**config.mk**
```make
export PLATFORM = sky130hd
export DESIGN_NAME = pld_lock_detect
export DESIGN_NICKNAME = d
export VERILOG_FILES = /design/src/rtl/pld_pkg.sv /design/src/rtl/pld_edge_sync.sv /design/src/rtl/pld_window_sel.sv /design/src/rtl/pld_phase_meter.sv /design/src/rtl/pld_sticky_status.sv /design/src/rtl/pld_lock_detect.sv
export SDC_FILE = /design/constraint.sdc
export NUM_CORES = 1
export LEC_CHECK = 0
export BUFFER_PORTS_ARGS = -buffer_cell sky130_fd_sc_hd__buf_2
export CAP_MARGIN = 20
export CORE_MARGIN = 5
export CORE_UTILIZATION = 60
export CTS_BUF_LIST = sky130_fd_sc_hd__clkbuf_16
export DETAILED_ROUTE_END_ITERATION = 8
export GPL_TIMING_DRIVEN = 0
export PLACE_DENSITY = 0.82
export SYNTH_ARGS = -nofsm -noshare
export SYNTH_HDL_FRONTEND = slang
export SYNTH_SLANG_ARGS = --single-unit
```
**constraint.sdc**
```tcl
create_clock -name clk -period 3.1 [get_ports clk]
set_input_delay 0 -clock clk [delete_from_list [all_inputs] [get_ports clk]]
set_output_delay 0 -clock clk [all_outputs]
set_load 0.01 [all_outputs]
```
**src/rtl/pld_pkg.sv**
```systemverilog
package pld_pkg;

   typedef enum logic [1:0] {
      PH_IDLE     = 2'd0,
      PH_REF_LEAD = 2'd1,
      PH_FB_LEAD  = 2'd2
   } ph_state_e;

   // Window rule variants
   localparam int WIN_ODD    = 0;
   localparam int WIN_LINEAR = 1;

   // Multiple of the base step for a select code; 0 means the check is off.
   function automatic int unsigned win_mult(input int unsigned code, input int mode);
      if (code == 0)
         return 0;
      else if (mode == WIN_LINEAR)
         return code;
      else
         return 2 * code - 1;
   endfunction

endpackage

```
**src/rtl/pld_edge_sync.sv**
```systemverilog
module pld_edge_sync #(
   parameter int STAGES = 2
) (
   input  logic clk,
   input  logic rst_n,
   input  logic d_i,
   output logic rise_o
);

   logic sync_q;
   logic prev_q;

   generate
      if (STAGES == 0) begin : g_direct
         assign sync_q = d_i;
      end else begin : g_chain
         logic [STAGES-1:0] chain_q;
         always_ff @(posedge clk or negedge rst_n) begin
            if (!rst_n)
               chain_q <= '0;
            else if (STAGES == 1)
               chain_q <= d_i;
            else
               chain_q <= {chain_q[STAGES-2:0], d_i};
         end
         assign sync_q = chain_q[STAGES-1];
      end
   endgenerate

   always_ff @(posedge clk or negedge rst_n) begin
      if (!rst_n)
         prev_q <= 1'b0;
      else
         prev_q <= sync_q;
   end

   assign rise_o = sync_q & ~prev_q;

endmodule

```
**src/rtl/pld_window_sel.sv**
```systemverilog
module pld_window_sel
   import pld_pkg::*;
#(
   parameter int SEL_W    = 3,
   parameter int STEP_CYC = 110,
   parameter int CNT_W    = 12,
   parameter int MODE     = WIN_ODD
) (
   input  logic [SEL_W-1:0] sel_i,
   output logic [CNT_W-1:0] thr_o,
   output logic             chk_en_o
);

   localparam int NUM_CODES = 1 << SEL_W;

   logic [CNT_W-1:0] table_w [NUM_CODES];

   generate
      for (genvar g = 0; g < NUM_CODES; g++) begin : g_tbl
         localparam int unsigned LIMIT = win_mult(g, MODE) * STEP_CYC;
         if (LIMIT >= (1 << CNT_W)) begin : g_bad
            $error("window limit does not fit the counter width");
         end
         assign table_w[g] = CNT_W'(LIMIT);
      end
   endgenerate

   assign thr_o    = table_w[sel_i];
   assign chk_en_o = (sel_i != '0);

endmodule

```
**src/rtl/pld_phase_meter.sv**
```systemverilog
module pld_phase_meter
   import pld_pkg::*;
#(
   parameter int CNT_W       = 12,
   parameter int TIMEOUT_CYC = 4000
) (
   input  logic             clk,
   input  logic             rst_n,
   input  logic             ref_rise_i,
   input  logic             fb_rise_i,
   input  logic [CNT_W-1:0] thr_i,
   input  logic             chk_en_i,
   output logic             err_o
);

   localparam logic [CNT_W-1:0] TMO = CNT_W'(TIMEOUT_CYC);

   ph_state_e        state_q, state_d;
   logic [CNT_W-1:0] cnt_q, cnt_d;
   logic             err_d;
   logic             over_win;

   assign over_win = chk_en_i && (cnt_q > thr_i);

   always_comb begin
      state_d = state_q;
      cnt_d   = cnt_q;
      err_d   = 1'b0;
      unique case (state_q)
         PH_IDLE: begin
            if (ref_rise_i && fb_rise_i) begin
               state_d = PH_IDLE;
            end else if (ref_rise_i) begin
               state_d = PH_REF_LEAD;
               cnt_d   = CNT_W'(1);
            end else if (fb_rise_i) begin
               state_d = PH_FB_LEAD;
               cnt_d   = CNT_W'(1);
            end
         end
         PH_REF_LEAD: begin
            if (fb_rise_i) begin
               err_d = over_win;
               if (ref_rise_i) begin
                  state_d = PH_REF_LEAD;
                  cnt_d   = CNT_W'(1);
               end else begin
                  state_d = PH_IDLE;
               end
            end else if (ref_rise_i) begin
               err_d = 1'b1;
               cnt_d = CNT_W'(1);
            end else if (cnt_q >= TMO) begin
               err_d   = 1'b1;
               state_d = PH_IDLE;
            end else begin
               cnt_d = cnt_q + 1'b1;
            end
         end
         PH_FB_LEAD: begin
            if (ref_rise_i) begin
               err_d = over_win;
               if (fb_rise_i) begin
                  state_d = PH_FB_LEAD;
                  cnt_d   = CNT_W'(1);
               end else begin
                  state_d = PH_IDLE;
               end
            end else if (fb_rise_i) begin
               err_d = 1'b1;
               cnt_d = CNT_W'(1);
            end else if (cnt_q >= TMO) begin
               err_d   = 1'b1;
               state_d = PH_IDLE;
            end else begin
               cnt_d = cnt_q + 1'b1;
            end
         end
         default: begin
            state_d = PH_IDLE;
         end
      endcase
   end

   always_ff @(posedge clk or negedge rst_n) begin
      if (!rst_n) begin
         state_q <= PH_IDLE;
         cnt_q   <= '0;
         err_o   <= 1'b0;
      end else begin
         state_q <= state_d;
         cnt_q   <= cnt_d;
         err_o   <= err_d;
      end
   end

endmodule

```
**src/rtl/pld_sticky_status.sv**
```systemverilog
module pld_sticky_status (
   input  logic clk,
   input  logic rst_n,
   input  logic err_i,
   input  logic rd_i,
   output logic ack_o,
   output logic rd_unlock_o,
   output logic unlock_o
);

   always_ff @(posedge clk or negedge rst_n) begin
      if (!rst_n) begin
         unlock_o    <= 1'b0;
         ack_o       <= 1'b0;
         rd_unlock_o <= 1'b0;
      end else begin
         ack_o <= rd_i;
         if (rd_i)
            rd_unlock_o <= unlock_o;
         if (err_i)
            unlock_o <= 1'b1;
         else if (rd_i)
            unlock_o <= 1'b0;
      end
   end

endmodule

```
**src/rtl/pld_lock_detect.sv**
```systemverilog
module pld_lock_detect
   import pld_pkg::*;
#(
   parameter int SEL_W       = 3,
   parameter int STEP_CYC    = 110,
   parameter int TIMEOUT_CYC = 4000,
   parameter int SYNC_STAGES = 2,
   parameter int WIN_MODE    = WIN_ODD
) (
   input  logic             clk,
   input  logic             rst_n,
   input  logic             ref_pulse_i,
   input  logic             fb_pulse_i,
   input  logic [SEL_W-1:0] win_sel_i,
   input  logic             rd_i,
   output logic             ack_o,
   output logic             rd_unlock_o,
   output logic             unlock_o
);

   localparam int CNT_W   = $clog2(TIMEOUT_CYC + 1);
   localparam int MAX_WIN = win_mult((1 << SEL_W) - 1, WIN_MODE) * STEP_CYC;

   generate
      if (STEP_CYC < 1) begin : g_chk_step
         $error("STEP_CYC must be at least 1");
      end
      if (MAX_WIN >= TIMEOUT_CYC) begin : g_chk_tmo
         $error("largest window must be shorter than the timeout");
      end
      if (WIN_MODE != WIN_ODD && WIN_MODE != WIN_LINEAR) begin : g_chk_mode
         $error("unknown window rule");
      end
   endgenerate

   logic             ref_rise;
   logic             fb_rise;
   logic [CNT_W-1:0] win_thr;
   logic             win_en;
   logic             meter_err;

   pld_edge_sync #(.STAGES(SYNC_STAGES)) i_ref_sync (
      .clk(clk), .rst_n(rst_n), .d_i(ref_pulse_i), .rise_o(ref_rise)
   );

   pld_edge_sync #(.STAGES(SYNC_STAGES)) i_fb_sync (
      .clk(clk), .rst_n(rst_n), .d_i(fb_pulse_i), .rise_o(fb_rise)
   );

   pld_window_sel #(
      .SEL_W(SEL_W), .STEP_CYC(STEP_CYC), .CNT_W(CNT_W), .MODE(WIN_MODE)
   ) i_win (
      .sel_i(win_sel_i), .thr_o(win_thr), .chk_en_o(win_en)
   );

   pld_phase_meter #(.CNT_W(CNT_W), .TIMEOUT_CYC(TIMEOUT_CYC)) i_meter (
      .clk(clk), .rst_n(rst_n),
      .ref_rise_i(ref_rise), .fb_rise_i(fb_rise),
      .thr_i(win_thr), .chk_en_i(win_en),
      .err_o(meter_err)
   );

   pld_sticky_status i_status (
      .clk(clk), .rst_n(rst_n),
      .err_i(meter_err), .rd_i(rd_i),
      .ack_o(ack_o), .rd_unlock_o(rd_unlock_o), .unlock_o(unlock_o)
   );

endmodule

```
==> run metrics, run 1 <==
Max-Cap Viols=0; total routed wirelength=4380 um; fraction of power spent switching nets=between 30% and 40%; Antenna Nets Post-Route=0; clock-pin slew on the worst setup and hold paths=0.06 ns; Final Hold Fails=0; launching element type of the critical path=register; PD cells=591 mW/mm^2; Worst Slack Setup Final=1.06 ns; clk buf depth=2; row count=20; placeable core region=0.00303 sq mm; Worst slew margin=64.8%; Synthesis Warnings=0; CTS tree=built; cell occurring most often along the worst timing path=a31oi_1; category of the worst setup path capture point=register; worst hold margin=0.255 ns; antenna cells=0; area occupied by multi-input gates=0.00116 sq mm; Max Fclk=slightly below 0.5 GHz; fraction of layout cells with a size suffix above 1=17.0%; Int Power=808 uW; half-perimeter wire length after detailed placement=~3100 um; starting density of the core=about three fifths; post-cts resize count=0; combined global-route utilization of all metal layers=between 20 and 25%; Sequential Power Share=32.3%; area post-placement=0.00197 sq mm; top cells by area in the synthesized netlist=dfrtp_1 (32%), ha_1 (13%), inv_1 (3.2%); via count of the first global-routing pass=about 1600; mean area per synthesized cell=9.88 sq um; number of standard cells after synthesis=around 190; CTS H-tree lvls=1; number of register bits inferred by synthesis=24; sequential element share of the synthesized area=32.2%; crit-path leading delay family=compound AO/OA/AOI/OAI gates; async set-or-reset flop fraction in the synthesized netlist=100%; total negative slack for setup checks=0 ns; total via count after detailed routing=1671; relative contribution of the clock network to total power=29.5%; via-per-instance ratio=6.68; DRT Pass-1 Iters=5; fraction of post-synthesis cell area in the top cell type by area=about a third; Top Ports=11; Critical-path top delay cell=ha_1; DIE HEIGHT=65.8 um; FF-to-FF End=i_meter.cnt_q[3]; fin. max-slew vios=0; total CTS buffers=3; number of input and output port buffers inserted=9; GPL Wtd Cong=between 0.9 and 1; number of enable-type register cells in the synthesized netlist=0; net count after synthesis=217; DR WL/cell=17.5 um; setup repair after global routing missed its margin=no; slew at the pin closest to its max-slew limit=around 0.53 ns; Netlist cell types=59; leak pwr=0.927 nW; number of fill cells in the layout=229; final number of setup-violating endpoints=0; post-layout util=between 60% and 70%; min cycle time layout=2.04 ns; worst reg-to-reg setup slack=between 1 and 1.5 ns; antenna violations before repair=0; cell taking the most area after synthesis=dfrtp_1; hold crit path type=primary input to asynchronous set/reset pin; number of buffers and inverters on the critical path=2; NumNets Final=235; worst vdd rail ir drop=0.000412 V; ys flop type=dfrtp_1; count of cells along the worst register-to-register path=7; number of DRC violations after detailed-routing iteration 0=178; Reg2Reg Launch Point=i_meter.state_q[1]; summed area of non-filler cells in the final layout=0.00211 sq mm; clock latency reported for the late side of the worst-skew pair=0.26 ns; delay of the slowest cell on the worst path=0.45 ns; status=complete, no violations; number of clock sinks seen by CTS=24; ordered cell list for the critical path=inv_1 > ha_1 > o21ai_2 > nor4_2 > buf_2 > a31oi_1 > a31oi_1; Clock Tree Root=clkbuf_16; DRC violations left=0; WS Path Type=register to register; sequential standard cell area=~600 sq um; CP required=3.27 ns; setup clock skew after layout=about 0.0022 ns; Die ar.=0.00433 sq mm; pre-CTS setup slack=1.18 ns; netlist area before placement=0.00187 sq mm; pin count of the biggest net entering global routing=25; largest fanout on the critical path=10; endpoint arrival time on the critical path=between 2 and 2.5 ns; total overflow reported by the global router=0; global-route wire length before repair=7600 um; final clock period utilization by the worst path=65.7%; Area Growth Syn to Fin=13.1%; switching power=440 uW; Comb pwr share=38.2%; Die W=65.8 um
[layer usage]
metal  GRT usage, %  wire (um)  vias up
met2           37.9       2120       99
li1               -          -      768
met4           7.25         80        0
met1           28.7       1850      794
met3           4.08        329       10
met5              0          0        -
[repair_timing]
item                                   in CTS  in global routing
setup endpoints to repair                   0                  0
hold buffers                                4                  0
buffers inserted                            0                  0
endpoints found under the hold margin      27                  0
[layout by cell type, fill, tap and decap left out, drive strengths merged, types with 4 or more instances in the layout]
master | netlist | routed
nand3 | 4 | 4
o211ai | 5 | 5
and3 | 4 | 4
a31oi | 9 | 9
ha | 20 | 20
o2111ai | 4 | 4
a21oi | 7 | 7
mux2i | 4 | 4
buf | 7 | 16
dlygate4sd3 | 0 | 4
o21ai | 12 | 12
nor3 | 5 | 5
inv | 16 | 16
nor2 | 6 | 6
nand3b | 5 | 5
a41oi | 4 | 4
nand2 | 6 | 6
dfrtp | 24 | 24
o31ai | 4 | 4
[worst max-delay path by stage]
stage / start / end / slack (ns) / cells past startpoint
2_1_floorplan: i_meter.cnt_q[10] / i_meter.err_o / 1.37 / 5
3_3_place_gp: win_sel_i[0] / i_meter.err_o / 1.21 / 9
3_5_place_dp: i_meter.cnt_q[10] / i_meter.err_o / 1.18 / 5
4_1_cts: i_meter.state_q[1] / i_meter.cnt_q[3] / 1.15 / 7
5_1_grt: i_meter.state_q[1] / i_meter.cnt_q[8] / 0.99 / 7
6_report: i_meter.state_q[1] / i_meter.cnt_q[3] / 1.06 / 7
[through the flow]
| step | instances | power (mW) |
|---|---|---|
| after floorplan | 189 | 0.742 |
| after global placement | 242 | 0.836 |
| after detailed placement | 242 | 0.855 |
| after CTS | 250 | 1.24 |
| after global routing | 250 | 1.31 |
| final | 250 | 1.25 |
[final cells by class]
class                   instances  share of cell area [%]
plain buffers                   7                    2.37
multi-input cells             142                    54.7
clock inverters                 1                    1.42
flip-flops and latches         24                    28.4
inverters                      16                    2.84
clock buffers                   3                    3.55
repair buffers                 13                    4.03
well taps                      44                    2.61
[cell families after synthesis]
family / count (synthesis) / share of synthesized area (%)
adder cells (fa/ha/maj): 20 / 13.4
AND/OR/NAND/NOR: 50 / 17.6
multiplexers: 5 / 2.75
buffers and inverters: 23 / 5.90
AO/OA/AOI/OAI: 67 / 28.1
flip-flops: 24 / 32.2
[flip-flops by register name, indices dropped and copies added, names as in the netlist]
register,flops
i_meter.err_o,1
i_status.unlock_o,1
i_fb_sync.g_chain.chain_q,2
i_fb_sync.prev_q,1
i_ref_sync.prev_q,1
i_meter.state_q,2
i_meter.cnt_q,12
i_status.ack_o,1
i_ref_sync.g_chain.chain_q,2
i_status.rd_unlock_o,1
[power groups by stage]
stage	clock (mW)	combinational, mW	sequential (mW)
5_1_grt	0.389	0.515	0.410
4_1_cts	0.373	0.462	0.403
3_3_place_gp	0	0.435	0.402
3_5_place_dp	0	0.447	0.408
6_report	0.368	0.477	0.403
2_1_floorplan	0	0.344	0.398
[cell usage after synthesis (3+ instances only)]
cell	instances
a21o_1	3
a21oi_1	6
a22oi_1	3
a31oi_1	9
a41oi_1	4
and3_1	3
buf_2	4
dfrtp_1	24
ha_1	20
inv_1	16
mux2i_1	4
nand2_1	6
nand2b_1	3
nand3_1	3
nand3b_1	5
nor2_1	6
nor3_1	5
o2111ai_1	4
o211ai_1	4
o21ai_0	8
o21ai_1	3
o31ai_1	4
No activity file was read; power rests on OpenSTA's default activity.
==> run 2, diff against run 1 <==
ABC_AREA = 1   (was unset)
CORE_UTILIZATION = 55   (was 60)
PLACE_DENSITY = 0.79   (was 0.82)
clock period = 1.7 ns   (was 3.1 ns; I/O delays follow)
==> run 2 against run 1 <==
Against the previous run: sequential power increased by 89%; clock skew about the same; sequential share of layout area decreased by 2.8 points; combinational power increased to 3.4 times the previous value; critical path depth increased by 1; worst setup slack got worse by 1.1 ns; hold slack got worse by 0.0017 ns; register-to-register slack got worse by 1.1 ns.
==> run metrics, run 2 <==
status=complete, no violations; flip-flop count of the largest register after layout=12; via-per-instance ratio=5.55; leak pwr=1.16 nW; number of input and output port buffers inserted=10; total via count after detailed routing=1936; antenna violations before repair=0; Area Growth Syn to Fin=20.5%; Die W=just under 70 um; xor-xnor portion of the synthesized cell area=0%; pin count of the biggest net entering global routing=25; Top Ports=11; final number of setup-violating endpoints=0; WS Path Type=register to register; commonest cells after routing, fill and taps aside=nand2_1 (75), inv_1 (32), nor2_1 (26); mean area per synthesized cell=7.09 sq um; net count after synthesis=302; Max Fclk=0.591 GHz; fraction of post-synthesis cell area in the top cell type by area=a little under a third; setup clock skew after layout=0.00183 ns; PD cells=about 1300 mW/mm^2; Clock Tree Root=clkbuf_16; number of register bits inferred by synthesis=24; number of DRC violations after detailed-routing iteration 0=between 100 and 150; sequential element share of the synthesized area=30.9%; placed cells=330; CP required=1.88 ns; Worst slew margin=64.0%; final instance count without filler cells=between 300 and 400; cell taking the most area after synthesis=dfrtp_1; DRT Pass-1 Iters=4; number of standard cells after synthesis=274; DR WL/cell=~14 um; most instantiated cells after synthesis=nand2_1 (76), inv_1 (37), nor2_1 (28); total overflow reported by the global router=0; post-layout util=69.0%; Antenna Nets Post-Route=0; via count of the first global-routing pass=1739; setup repair after global routing missed its margin=yes; half-perimeter wire length after detailed placement=3290 um; worst vdd rail ir drop=0.000963 V; row count=21; share of synthesized area spent on multiplexers=0%; starting density of the core=57.3%; pre-CTS setup slack=-0.181 ns; combined global-route utilization of all metal layers=19.6%; netlist area before placement=roughly 0.002 sq mm; total negative slack for setup checks=0 ns; number of enable-type register cells in the synthesized netlist=0; sequential standard cell area=between 600 and 700 sq um; area share of and/or/nand/nor cells after synthesis=34.4%; DIE HEIGHT=69.4 um; Netlist cell types=30; Worst Slack Setup Final=about 0.0092 ns; clock latency reported for the late side of the worst-skew pair=0.26 ns; endpoint arrival time on the critical path=1.87 ns; Final Hold Fails=0; global-route wire length before repair=7920 um; ys flop type=dfrtp_1; min cycle time layout=1.69 ns; worst hold margin=0.254 ns; number of clock sinks seen by CTS=24; Die ar.=0.00482 sq mm; Max-Cap Viols=0; fin. max-slew vios=0; final clock period utilization by the worst path=99.5%; number of fill cells in the layout=about 260; placeable core region=0.00339 sq mm; GPL Wtd Cong=0.885; top cells by area in the synthesized netlist=dfrtp_1 (31%), nand2_1 (15%), ha_1 (13%); area occupied by multi-input gates=between 0.001 and 0.0015 sq mm; Compound-Gate Fraction of Synth Area=13.3%; Adder-Cell Fraction of Synth Area=about an eighth; NumNets Final=332; antenna cells=0; total CTS buffers=3; category of the worst setup path capture point=register; Synthesis Warnings=0; total routed wirelength=4820 um; clk buf depth=2; dominant combinational cell family by area after synthesis=simple AND/OR/NAND/NOR gates; most flop-heavy register=i_meter.cnt_q; CTS H-tree lvls=1; leading cell type in the layout, fill and taps excluded=nand2_1; fraction of layout cells with a size suffix above 1=19.5%; launching element type of the critical path=register; slew at the pin closest to its max-slew limit=0.539 ns; async set-or-reset flop fraction in the synthesized netlist=100%; cell with the most instances after synthesis=nand2_1; DRC violations left=0; largest fanout on the critical path=7; hold crit path type=primary input to asynchronous set/reset pin; CTS tree=built; clock-pin slew on the worst setup and hold paths=0.06 ns
[run 2: cell count changes in the layout (fill, tap and decap cells not counted), moves of 6 or more]
cell | previous run | this run
a21oi_1 | 6 | 12
a31oi_1 | 9 | 1
inv_2 | 0 | 7
nand3_1 | 3 | 18
nand2_1 | 6 | 75
nand2_2 | 0 | 6
nor2_4 | 0 | 7
nor2_1 | 6 | 26
inv_1 | 16 | 32
buf_4 | 1 | 11
[run 2: logic make-up after synthesis]
group	Yosys count
and+or+nand+nor	146
adders and majority gates	20
buffers and inverters	41
AOI/OAI and AO/OA	43
DFF	24
[run 2: power by group]
group | internal [mW] | switching (mW) | leakage [nW]
logic | 0.661 | 0.971 | 0.802
clock network | 0.469 | 0.213 | 0.0511
registers | 0.673 | 0.0897 | 0.309
[run 2: timing repair]
item	CTS	global route
hold buffers	4	0
gates resized for setup	9	10
hold endpoints to repair	29	0
gates cloned	0	0
buffers inserted	5	6
endpoints found under the setup margin	8	11
pin swaps	2	2
[run 2: worst paths after layout]
check,start,to,slack (ns),cells after the start
hold / removal,rst_n,i_fb_sync.prev_q,0.25,2
hold reg to reg,i_fb_sync.g_chain.chain_q[0],i_fb_sync.g_chain.chain_q[1],0.36,0
max in group asynchronous,rst_n,i_meter.cnt_q[5],1.09,2
setup reg to reg,i_meter.state_q[0],i_meter.cnt_q[2],0.009,8
setup / recovery,i_meter.state_q[0],i_meter.cnt_q[2],0.009,8
min in group clk,win_sel_i[2],i_meter.err_o,0.34,5
[run 2: per-layer routing]
layer  share of wire [%]  track usage (%)  up-vias
met5                   0                0        -
met4                 2.1             5.64        0
met3                 6.7             3.33       13
met2                  48             32.3       85
met1                  43             26.3      893
li1                    -                -      945
[run 2: area by class of cell]
cell class                 instances  area share [%]
buffer                             2           0.963
clock buffer                       3            3.21
clock inverter                     1            1.28
inverter                          39            6.26
multi-input combinational        209            52.8
sequential                        24            25.7
tap                               46            2.46
timing repair buffer              25            7.38
[run 2: through the flow]
step / area (sq um) / power, mW
after global routing: 2340 / 3.29
after floorplan: 1940 / 1.68
after CTS: 2270 / 2.89
after detailed placement: 2050 / 1.98
final: 2340 / 3.08
after global placement: 2050 / 1.95
[run 2: worst max-delay path, cell delays in order (launching register included)]
cell and delay (ns):
dfrtp_1 0.41, buf_4 0.15, buf_4 0.12, ha_1 0.21, inv_2 0.10, nand3_4 0.09, inv_1 0.24, nand2_1 0.11
o31ai_2 0.17
==> run 3, diff against run 2 <==
CORE_UTILIZATION = 60   (was 55)
PLACE_DENSITY = 0.82   (was 0.79)
clock period = 1.8 ns   (was 1.7 ns; I/O delays follow)
==> run 3 against run 2 <==
Against the previous run: global-route usage rose by 3.7 points; wire length is 0.31% lower; critical path depth is the same; sequential share of layout area grew 0.75 points; sequential power down 5.2%; critical path type unchanged; critical endpoint unchanged.
==> run metrics, run 3 (same netlist as run 2, synthesis figures left out) <==
flip-flop count of the largest register after layout=12; clock-pin slew on the worst setup and hold paths=around 0.060 ns; total CTS buffers=3; leading cell type in the layout, fill and taps excluded=nand2_1; Clock Tree Root=clkbuf_16; WS Path Type=register to register; via-per-instance ratio=5.57; category of the worst setup path capture point=register; worst vdd rail ir drop=about 0.00097 V; switching power=1.21 mW; worst hold margin=between 0.2 and 0.3 ns; min cycle time layout=1.73 ns; Max-Cap Viols=0; PD cells=roughly 1200 mW/mm^2; Max Fclk=around 0.58 GHz; total routed wirelength=4800 um; relative contribution of the clock network to total power=22.7%; largest fanout on the critical path=8; Die ar.=roughly 0.0045 sq mm; antenna cells=0; number of clock sinks seen by CTS=24; status=complete, no violations; DRC violations left=0; clk buf depth=2; final clock period utilization by the worst path=96.0%; final instance count without filler cells=340; commonest cells after routing, fill and taps aside=nand2_1 (76), inv_1 (36), nor2_1 (26); pin count of the biggest net entering global routing=25; Worst slew margin=63.9%; endpoint arrival time on the critical path=1.90 ns; half-perimeter wire length after detailed placement=3300 um; antenna violations before repair=0; leak pwr=1.13 nW; fraction of layout cells with a size suffix above 1=15.5%; Antenna Nets Post-Route=0; combined global-route utilization of all metal layers=23.3%; total via count after detailed routing=approximately 1900; setup clock skew after layout=0.00404 ns; placed cells=around 330; slew at the pin closest to its max-slew limit=0.541 ns; placeable core region=0.00308 sq mm; clock latency reported for the late side of the worst-skew pair=approximately 0.26 ns; Int Power=~1.6 mW; DIE HEIGHT=~67 um; NumNets Final=325; final number of setup-violating endpoints=0; Final Hold Fails=0; launching element type of the critical path=register; total overflow reported by the global router=0; Worst Slack Setup Final=0.0714 ns; most flop-heavy register=i_meter.cnt_q; row count=20; DRT Pass-1 Iters=5; Die W=66.9 um; pre-CTS setup slack=-0.0150 ns; number of DRC violations after detailed-routing iteration 0=240; hold crit path type=primary input to asynchronous set/reset pin; starting density of the core=about 63%; number of input and output port buffers inserted=10; CP required=1.97 ns; Top Ports=11; via count of the first global-routing pass=1712; Sequential Power Share=25.5%; Area Growth Syn to Fin=17.1%; Comb pwr share=51.8%; fin. max-slew vios=0; CTS tree=built; DR WL/cell=14.1 um; CTS H-tree lvls=1; global-route wire length before repair=7870 um; fraction of power spent switching nets=42.5%; GPL Wtd Cong=0.874
==> run 3: power groups by stage <==
stage / Clock, mW / Sequential (mW) / Combinational, mW
after floorplan: 0 / 0.714 / 0.873
after global placement: 0 / 0.726 / 1.12
after detailed placement: 0 / 0.727 / 1.14
after CTS: 0.651 / 0.721 / 1.21
after global routing: 0.684 / 0.733 / 1.61
final: 0.643 / 0.723 / 1.47
==> run 3: worst max-delay path, cell delays in order, from the launching register on <==
cell,delay (ns)
dfrtp_1,0.42
inv_2,0.11
ha_4,0.30
inv_1,0.10
nor2_4,0.13
inv_1,0.10
nor2_4,0.20
nand2_1,0.09
o31ai_2,0.19
==> run 3: final timing paths <==
path	from	to	slack (ns)	cells past startpoint
min reg2reg	i_ref_sync.g_chain.chain_q[0]	i_ref_sync.g_chain.chain_q[1]	0.35	0
max	i_meter.state_q[0]	i_meter.cnt_q[2]	0.07	8
max in group asynchronous	rst_n	i_meter.state_q[1]	1.19	2
min	rst_n	i_fb_sync.g_chain.chain_q[1]	0.25	2
min in group clk	win_sel_i[2]	i_meter.err_o	0.31	5
max reg2reg	i_meter.state_q[0]	i_meter.cnt_q[2]	0.07	8
==> run 3: what timing repair did <==
action | CTS | global route
endpoints found under the setup margin | 6 | 10
gates resized for setup | 3 | 8
endpoints found under the hold margin | 29 | 0
buffers inserted | 0 | 4
pin swaps | 0 | 2
hold buffers | 4 | 0
==> run 3: metrics by stage <==
step | area, sq um | utilization [%] | total power, mW | setup TNS [ns]
2_1_floorplan | 1940 | - | 1.59 | 0
3_3_place_gp | 2050 | 66.5 | 1.84 | -0.125
3_5_place_dp | 2050 | 66.5 | 1.86 | -0.0316
4_1_cts | 2200 | 71.6 | 2.58 | -0.0127
5_1_grt | 2270 | 73.9 | 3.03 | -0.0132
6_report | 2270 | 73.9 | 2.84 | 0
==> run 3: final cells by class <==
type / instances / area (sq um)
flip-flops and latches: 24 / 601
inverters: 39 / 146
clock inverters: 1 / 30.0
multi-input cells: 209 / 1230
clock buffers: 3 / 75.1
plain buffers: 2 / 18.8
fillers: 248 / 805
well taps: 44 / 55.1
repair buffers: 18 / 120
==> run 3: routing by layer <==
layer / part of all wire, % / global-route usage, % / wire length, um
met4: 2.2 / 9.87 / 105
met5: 0 / 0 / 0
met3: 6.3 / 5.73 / 302
met1: 45 / 30.1 / 2160
met2: 47 / 36.8 / 2240
